--- config.mk ---
export PLATFORM = sky130hd
export DESIGN_NAME = pkt_wr_ctrl
export DESIGN_NICKNAME = d
export VERILOG_FILES = /design/src/rtl/pwc_pkg.sv /design/src/rtl/pwc_byte_cnt.sv /design/src/rtl/pwc_hold_timer.sv /design/src/rtl/pkt_wr_ctrl.sv
export SDC_FILE = /design/constraint.sdc
export NUM_CORES = 1
export LEC_CHECK = 0
export BUFFER_PORTS_ARGS = -buffer_cell sky130_fd_sc_hd__buf_2
export CAP_MARGIN = 20
export CORE_MARGIN = 4
export CORE_UTILIZATION = 50
export CTS_BUF_LIST = sky130_fd_sc_hd__clkbuf_8
export DETAILED_ROUTE_END_ITERATION = 10
export MAX_ROUTING_LAYER = met4
export PLACE_DENSITY = 0.76
export SLEW_MARGIN = 20
export SYNTH_ARGS = -nofsm -noshare
export SYNTH_HDL_FRONTEND = slang
export SYNTH_SLANG_ARGS = --single-unit
--- constraint.sdc ---
create_clock -name clk -period 3.6 [get_ports clk]
set_input_delay 0.18 -clock clk [delete_from_list [all_inputs] [get_ports clk]]
set_output_delay 0.18 -clock clk [all_outputs]
set_load 0.005 [all_outputs]
--- src/rtl/pwc_pkg.sv ---
package pwc_pkg;

    typedef enum logic [1:0] {
        ST_IDLE = 2'd0,
        ST_GAP  = 2'd1,
        ST_END  = 2'd2,
        ST_REST = 2'd3
    } pwc_state_e;

    function automatic int unsigned ceil_div(input int unsigned num, input int unsigned den);
        return (num + den - 1) / den;
    endfunction

endpackage

--- src/rtl/pwc_byte_cnt.sv ---
module pwc_byte_cnt #(
    parameter int unsigned LEN_W = 11
) (
    input  logic             clk,
    input  logic             rst_n,
    input  logic             acc,
    input  logic             last,
    input  logic             wide,
    input  logic             auto_en,
    input  logic [LEN_W-1:0] auto_len,
    output logic             auto_hit,
    output logic             cnt_zero
);

    logic [LEN_W-1:0] cnt_q;
    logic [LEN_W:0]   sum;

    // advance by one byte per narrow word, two per wide word
    assign sum      = {1'b0, cnt_q} + {{(LEN_W-1){1'b0}}, wide, ~wide};
    assign auto_hit = acc && auto_en && (sum >= {1'b0, auto_len});
    assign cnt_zero = (cnt_q == '0);

    always_ff @(posedge clk or negedge rst_n) begin
        if (!rst_n) begin
            cnt_q <= '0;
        end else if (acc) begin
            cnt_q <= (auto_hit || last) ? '0 : sum[LEN_W-1:0];
        end
    end

endmodule

--- src/rtl/pwc_hold_timer.sv ---
module pwc_hold_timer #(
    parameter int unsigned CYC = 13
) (
    input  logic clk,
    input  logic rst_n,
    input  logic start,
    output logic done
);

    localparam int unsigned TW = (CYC < 2) ? 1 : $clog2(CYC + 1);

    logic [TW-1:0] cnt_q;

    assign done = (cnt_q == '0);

    always_ff @(posedge clk or negedge rst_n) begin
        if (!rst_n) begin
            cnt_q <= '0;
        end else if (start) begin
            cnt_q <= TW'(CYC - 1);
        end else if (cnt_q != '0) begin
            cnt_q <= cnt_q - 1'b1;
        end
    end

endmodule

--- src/rtl/pkt_wr_ctrl.sv ---
module pkt_wr_ctrl
    import pwc_pkg::*;
#(
    parameter int unsigned BYTE_W        = 8,
    parameter int unsigned LEN_W         = 11,
    parameter int unsigned ADDR_W        = 2,
    parameter int unsigned CLK_PERIOD_PS = 4000,
    parameter int unsigned PULSE_MIN_PS  = 50000
) (
    input  logic                  clk,
    input  logic                  rst_n,
    input  logic                  wide_mode,
    input  logic                  auto_mode,
    input  logic                  async_mode,
    input  logic [LEN_W-1:0]      auto_len,
    input  logic [ADDR_W-1:0]     ep_sel,
    input  logic                  in_valid,
    input  logic [2*BYTE_W-1:0]   in_data,
    input  logic                  in_last,
    output logic                  in_ready,
    input  logic                  zlp_req,
    input  logic                  fifo_full,
    output logic                  fifo_wr,
    output logic [2*BYTE_W-1:0]   fifo_data,
    output logic [ADDR_W-1:0]     fifo_addr,
    output logic                  pkt_end
);

    localparam int unsigned LANES     = 2;
    localparam int unsigned DATA_W    = LANES * BYTE_W;
    localparam int unsigned RAW_CYC   = ceil_div(PULSE_MIN_PS, CLK_PERIOD_PS);
    localparam int unsigned PULSE_CYC = (RAW_CYC == 0) ? 1 : RAW_CYC;
    localparam int unsigned HW        = $clog2(PULSE_CYC + 2);

    pwc_state_e state_q, state_n;

    logic              acc;
    logic              auto_hit;
    logic              cnt_zero;
    logic              tmr_start;
    logic              tmr_done;
    logic              addr_upd;
    logic              fifo_wr_q;
    logic              end_q;
    logic              auto_q;
    logic [DATA_W-1:0] fifo_data_q;
    logic [ADDR_W-1:0] fifo_addr_q;
    logic [DATA_W-1:0] lane_d;

    // byte lanes: lane 0 always passes, upper lanes only in wide mode
    for (genvar l = 0; l < LANES; l++) begin : g_lane
        if (l == 0) begin : g_low
            assign lane_d[BYTE_W-1:0] = in_data[BYTE_W-1:0];
        end else begin : g_high
            assign lane_d[l*BYTE_W +: BYTE_W] = wide_mode ? in_data[l*BYTE_W +: BYTE_W] : '0;
        end
    end

    assign in_ready = (state_q == ST_IDLE) && !fifo_full;
    assign acc      = in_valid && in_ready;
    assign addr_upd = (state_q == ST_IDLE) && !in_valid && !zlp_req && !fifo_wr_q;

    pwc_byte_cnt #(
        .LEN_W (LEN_W)
    ) u_cnt (
        .clk      (clk),
        .rst_n    (rst_n),
        .acc      (acc),
        .last     (in_last),
        .wide     (wide_mode),
        .auto_en  (auto_mode),
        .auto_len (auto_len),
        .auto_hit (auto_hit),
        .cnt_zero (cnt_zero)
    );

    pwc_hold_timer #(
        .CYC (PULSE_CYC)
    ) u_tmr (
        .clk   (clk),
        .rst_n (rst_n),
        .start (tmr_start),
        .done  (tmr_done)
    );

    // state register
    always_ff @(posedge clk or negedge rst_n) begin
        if (!rst_n) begin
            state_q <= ST_IDLE;
        end else begin
            state_q <= state_n;
        end
    end

    // next-state logic
    always_comb begin
        state_n = state_q;
        unique case (state_q)
            ST_IDLE: begin
                if (acc) begin
                    if (in_last && !auto_hit) begin
                        state_n = auto_q ? ST_GAP : ST_END;
                    end
                end else if (zlp_req && cnt_zero) begin
                    state_n = auto_q ? ST_GAP : ST_END;
                end
            end
            ST_GAP:  state_n = ST_END;
            ST_END: begin
                if (!async_mode) begin
                    state_n = ST_IDLE;
                end else if (tmr_done) begin
                    state_n = ST_REST;
                end
            end
            ST_REST: begin
                if (tmr_done) begin
                    state_n = ST_IDLE;
                end
            end
            default: state_n = ST_IDLE;
        endcase
        tmr_start = (state_n != state_q) && ((state_n == ST_END) || (state_n == ST_REST));
    end

    // registered outputs
    always_ff @(posedge clk or negedge rst_n) begin
        if (!rst_n) begin
            fifo_wr_q   <= 1'b0;
            end_q       <= 1'b0;
            auto_q      <= 1'b0;
            fifo_data_q <= '0;
            fifo_addr_q <= '0;
        end else begin
            fifo_wr_q <= acc;
            end_q     <= (state_n == ST_END);
            auto_q    <= auto_hit;
            if (acc) begin
                fifo_data_q <= lane_d;
            end
            if (addr_upd) begin
                fifo_addr_q <= ep_sel;
            end
        end
    end

    assign fifo_wr   = fifo_wr_q;
    assign pkt_end   = end_q;
    assign fifo_data = fifo_data_q;
    assign fifo_addr = fifo_addr_q;

    // high-run length of packet-end, used only by the width check
    logic [HW-1:0] hi_cnt;
    always_ff @(posedge clk or negedge rst_n) begin
        if (!rst_n) begin
            hi_cnt <= '0;
        end else if (!pkt_end) begin
            hi_cnt <= '0;
        end else if (hi_cnt != '1) begin
            hi_cnt <= hi_cnt + 1'b1;
        end
    end

    AST_NO_WR_WHEN_FULL: assert property (@(posedge clk) disable iff (!rst_n) fifo_wr |-> $past(!fifo_full));
    AST_AUTO_NO_END: assert property (@(posedge clk) disable iff (!rst_n) auto_q |-> !pkt_end);
    AST_END_SPACING: assert property (@(posedge clk) disable iff (!rst_n) auto_q |=> !pkt_end);
    AST_SYNC_PULSE: assert property (@(posedge clk) disable iff (!rst_n) (pkt_end && !async_mode) |=> !pkt_end);
    AST_ASYNC_WIDTH: assert property (@(posedge clk) disable iff (!rst_n) ($fell(pkt_end) && async_mode) |-> (hi_cnt >= HW'(PULSE_CYC)));
    AST_ADDR_QUIET: assert property (@(posedge clk) disable iff (!rst_n) !$stable(fifo_addr) |-> (!fifo_wr && !pkt_end && !$past(fifo_wr) && !$past(pkt_end)));

endmodule

# == Yosys cells after proc, flatten, opt, wreduce, memory -nomap -nowiden ==
# Index checks and enable logic that the tools add are counted.
# word_totals
out_inout_bits,21
word_cells,52
reg_bits,38
# classes
n_mux,12
n_eq_ne,6
n_lt_le_gt_ge,1
n_addsub,2
n_reduce_logical,22
bitwise_logic,1
# ops
cell,n
2-bit two-way mux,7
11-bit by 2-bit adder with 12-bit output,1
12-bit by 11-bit greater-or-equal comparator with 1-bit output,1
11-bit zero test,1
11-bit two-way mux,1
1-bit logical AND,10
2-bit equality test (second input constant),4
4-bit two-way mux,2
8-bit two-way mux,1
2-bit case mux with 4 select lines,1
1-bit zero test,5
4-bit zero test,1
4-bit nonzero test,1
4-bit by 1-bit subtractor with 4-bit output (second input constant),1
2-bit by 1-bit equality test with 1-bit output (second input constant),1
2-bit zero test,1
1-bit logical OR,2
2-bit inequality test,1
2-bit nonzero test,1
1-bit inverter,1

# == Depth between registers and ports, before layout ==
# depth
depth_word,14
ltp_mapped,16

# == Cells and area by module ==
# From an unflattened synthesis, not the netlist that was laid out.
# hier_totals
cells_unflattened,229
area_unflattened_um2,2212.1
# modules_own_cells
mod,n_inst,seq_area_each_um2,cells_per_inst,area_each_um2
pkt_wr_ctrl,1,575.6,84,993.5
pwc_byte_cnt,1,275.3,124,988.4
pwc_hold_timer,1,100.1,21,230.2

# == Least setup slack after synthesis ==
# OpenSTA, ideal clock, no wires.
# synth_timing
path_kind,input to register
from,input wide_mode
to,register u_cnt.cnt_q[5]
setup_slack_ns,0.638
path_stages,14
arrival_time_ns,2.858
required_ns,3.496
path_buffers,2
path_cell_list,clkbuf_1 > inv_1 > ha_1 > fa_1 > nor2b_1 > or2_2 > ha_1 > o21a_1 > o211ai_1 > nor4_4 > nor4_2 > buf_6 > nand4_1 > o311ai_1
# synth_between
elab_chain_len,6
# synth_lines
item,line,rtl
"start, declared",pkt_wr_ctrl.sv:12,"input logic wide_mode,"
1-bit inverter,pwc_byte_cnt.sv:19,"assign sum = {1'b0, cnt_q} + {{(LEN_W-1){1'b0}}, wide, ~wide};"
11-bit by 2-bit adder with 12-bit output *,pwc_byte_cnt.sv:19,
12-bit by 11-bit greater-or-equal comparator with 1-bit output,pwc_byte_cnt.sv:20,"assign auto_hit = acc && auto_en && (sum >= {1'b0, auto_len});"
1-bit logical AND,pwc_byte_cnt.sv:20,
1-bit logical OR,pwc_byte_cnt.sv:27,cnt_q <= (auto_hit || last) ? '0 : sum[LEN_W-1:0];
11-bit two-way mux *,pwc_byte_cnt.sv:27,
"end signal, assigned",pwc_byte_cnt.sv:27,
"end, declared",pwc_byte_cnt.sv:15,logic [LEN_W-1:0] cnt_q;
# Mark *: on every way between the ends. The rest lies on a longest branch, timed or not.
# A chain may end at the register's enable or synchronous reset.

# == Worst setup path after layout ==
# layout_timing
from,register u_cnt.cnt_q[0]
to,register u_tmr.cnt_q[0]
# layout_between
elab_chain_len,12
word_cells_on_any_way,18
cone_classes,1 x add/sub; 1 x order compare; 3 x eq/ne; 5 x mux; 8 x reduce/logical
# layout_lines
item,line,rtl
11-bit by 2-bit adder with 12-bit output,pwc_byte_cnt.sv:19,
12-bit by 11-bit greater-or-equal comparator with 1-bit output,pwc_byte_cnt.sv:20,
1-bit logical AND,pwc_byte_cnt.sv:20,
1-bit zero test,pkt_wr_ctrl.sv:101,if (in_last && !auto_hit) begin
1-bit logical AND,pkt_wr_ctrl.sv:101,
2-bit two-way mux,pkt_wr_ctrl.sv:101,
2-bit two-way mux *,pkt_wr_ctrl.sv:100,if (acc) begin
2-bit case mux with 4 select lines *,pkt_wr_ctrl.sv:98,unique case (state_q)
2-bit equality test,pkt_wr_ctrl.sv:123,tmr_start = (state_n != state_q) && ((state_n == ST_END) || (state_n == ST_REST));
1-bit logical OR,pkt_wr_ctrl.sv:123,
1-bit logical AND *,pkt_wr_ctrl.sv:123,
4-bit two-way mux or 2-bit nonzero test (tied branches),-,
"end signal, assigned",pwc_hold_timer.sv:20,cnt_q <= TW'(CYC - 1);
"end signal, assigned",pwc_hold_timer.sv:22,cnt_q <= cnt_q - 1'b1;
"end, declared",pwc_hold_timer.sv:12,logic [TW-1:0] cnt_q;
# Marked as above.

==> results.py <==
metrics = {
    "clocking": {
        "cts_inserted_buffers": 5,
        "cts_setup_buffers": 0,
        "cts.sinks": 38,
        "cts_tree": "built",
        "root_buffer": "clkbuf_8",
        "clockBufferDepth": 2,
        "cts-resized-gates": 0,
        "clk_pin_slew_ps": 80,
        "clk_latency_ps": 290,
        "holdBufCountCts": 0,
        "cts_max_level": 2,
    },
    "pwr": {
        "p_leak_nw": 1.39,
        "total_power_mw": 1.66,
        "vdd_drop_max_uv": 359,
        "powerDensity_nw_per_um2": 640,
    },
    "grt": {
        "antenna_found_initial": 0,
        "busiest_layer": "met2",
        "grt_max_degree": 39,
        "met1_usage_pct": 25.9,
        "met3_usage_pct": 3.65,
        "gr-usage-met2_pct": 29.3,
        "grt_usage_pct": 19.4,
        "gr-total-overflow": 0,
        "grt_pass1_vias": 1742,
        "grt_first_pass_wirelength_um": 7820,
    },
    "floorplanning": {
        "ios": 59,
        "die_area_um2": 5490,
        "fp.dieH_um": 74.1,
        "core_area_um2": 4120,
        "die_x_um": 74.1,
        "num_rows": 23,
        "start_util_pct": 53.1,
    },
    "synth": {
        "synth_top_area_share_pct": 43.5,
        "synth_area_leaders": "dfrtp_1, nand2_1, ha_1",
        "yosysMostFrequentCell": "nand2_1",
        "ys_warn_count": 0,
        "synth_common_cells": "nand2_1, dfrtp_1, inv_1",
        "yosys.area_share.simple_pct": 26.0,
        "syn_area_um2": 2190,
        "async_flop_share_pct": 100,
        "synthMuxAreaShare_pct": 1.03,
        "synth.distinct_cells": 46,
        "syn_area_per_cell_um2": 9.26,
        "synth-adder-area-share_pct": 8.93,
        "synth_top_area_cell": "dfrtp_1",
        "syn_inst": 236,
        "syn_nets": 289,
        "synth_seq_cells": 38,
        "synth.yosys.seq_area_share_pct": 43.5,
        "synth_xor_area_share_pct": 3.61,
        "synth_compound_area_share_pct": 10.8,
        "synth_ff_type": "dfrtp_1",
        "synth_top_family_by_area": "simple AND/OR/NAND/NOR gates",
        "synth_edf_count": 0,
    },
    "critical_path": {
        "worstPathMaxFanout": 8,
        "cp-start-kind": "register",
        "crit_required_ps": 3780,
        "cp.arrival_ps": 3320,
        "crit_type": "reg2reg",
        "end_kind": "register",
    },
    "final_layout": {
        "nNetsFinal": 347,
        "fin_util_pct": 63.1,
        "stdcell_area_um2": 2600,
        "n_antenna_cell": 0,
        "multiInputGateArea_um2": 1100,
        "area_growth_pct": 18.8,
        "drive_above_1_share_pct": 27.1,
        "regArea_um2": 951,
        "fin_cells": 345,
        "n_fill_cell": 368,
    },
    "placed_design": {
        "placed_cells": 337,
        "place_congestion": 0.856,
        "place.port_buffers": 58,
        "post-place-ws_ps": 387,
        "hpwl_um": 3420,
        "placed_cell_area_um2": 2500,
    },
    "sta": {
        "hold_viol_final": 38,
        "rsz0062_at_grt": "false",
        "tightest_slew_ps": 818,
        "fmax_ghz": 0.319,
        "holdWs_ps": -26.2,
        "fin_crit_sh_pct": 87.1,
        "finClkSkew_ps": 8.04,
        "slew-limit-headroom_pct": 45.4,
        "setup_slack_ps": 463,
        "setup_viol": 0,
        "period_needed_ps": 3140,
        "maxSlewViolCount": 0,
        "tns_ps": 0,
    },
    "status": {
        "status": "finished, violations left",
        "violations": "hold timing",
    },
    "detailed_routing": {
        "firstDrtPassIters": 4,
        "drc": 0,
        "drtIter0Drc": 159,
        "drtAntennaViolNets": 0,
        "postRouteWirelength_um": 4670,
        "via_per_inst": 5.28,
        "num_vias": 1822,
        "wl_per_cell_um": 13.5,
    },
    "flow_run": {
        "maxCapViolCount": 0,
    },
    "worst_hold_path": {
        "min_path_type": "in2async",
    },
}
## power breakdown
| part | internal [mW] | leakage, nW | switching [mW] | total [mW] |
|---|---|---|---|---|
| combinational | 0.318 | 0.851 | 0.349 | 0.667 |
| clock | 0.152 | 0.0524 | 0.144 | 0.296 |
| sequential | 0.584 | 0.490 | 0.113 | 0.697 |
## routing by layer
layer  routed length (um)  share of wire [%]
met5                    0                  0
met4                   83                1.8
met3                  294                6.3
met2                 2200                 47
met1                 2090                 45
## placed cells by master (no fill, tap or decap), types with 5 or more instances in the layout
master / n
nor2_1: 7
buf_2: 58
inv_1: 21
clkbuf_8: 6
nand4_1: 5
nand2_1: 60
ha_1: 14
xnor2_1: 8
nand3_1: 17
a32o_1: 7
dfrtp_1: 38
## critical path, stage by stage, from the launching register on
cell and delay, ps:
dfrtp_1 400, ha_1 220, fa_1 400, nand3_1 150, nor2_1 100, nand2_1 90
xnor2_1 160, ha_1 280, and2_1 170, a221oi_1 240, o21ai_0 150, nand2_1 250
nand3_1 230, and3_1 210
## flip-flops by register name, indices dropped and copies added (netlist names)
name,count
auto_q,1
fifo_addr,2
fifo_data,16
fifo_wr,1
pkt_end,1
state_q,2
u_cnt.cnt_q,11
u_tmr.cnt_q,4
## layout make-up
type,count,share of cell area (%)
inverter,21,3.04
clock inverter,2,0.337
sequential,38,36.6
tap,50,2.41
clock buffer,6,3.18
multi-input combinational,167,42.4
timing repair buffer,61,12.0
## final timing paths
kind                                start              end  slack [ps]  depth (start not counted)
max                        u_cnt.cnt_q[0]   u_tmr.cnt_q[0]         460                         13
min                                 rst_n  u_cnt.cnt_q[10]         -30                          1
max reg2reg                u_cnt.cnt_q[0]   u_tmr.cnt_q[0]         460                         13
min reg2reg                  fifo_data[8]     fifo_data[8]         460                          2
max in group asynchronous           rst_n   u_cnt.cnt_q[2]        3100                          1
min in group clk               in_data[7]     fifo_data[7]          70                          3
## logic make-up after synthesis
family	after synthesis
xor gates and xnor gates	9
muxes	2
AOI/OAI and AO/OA	29
adders and majority gates	15
buffers and inverters	31
and+or+nand+nor	112
DFF	38
Power figures use the tool's default switching activity.
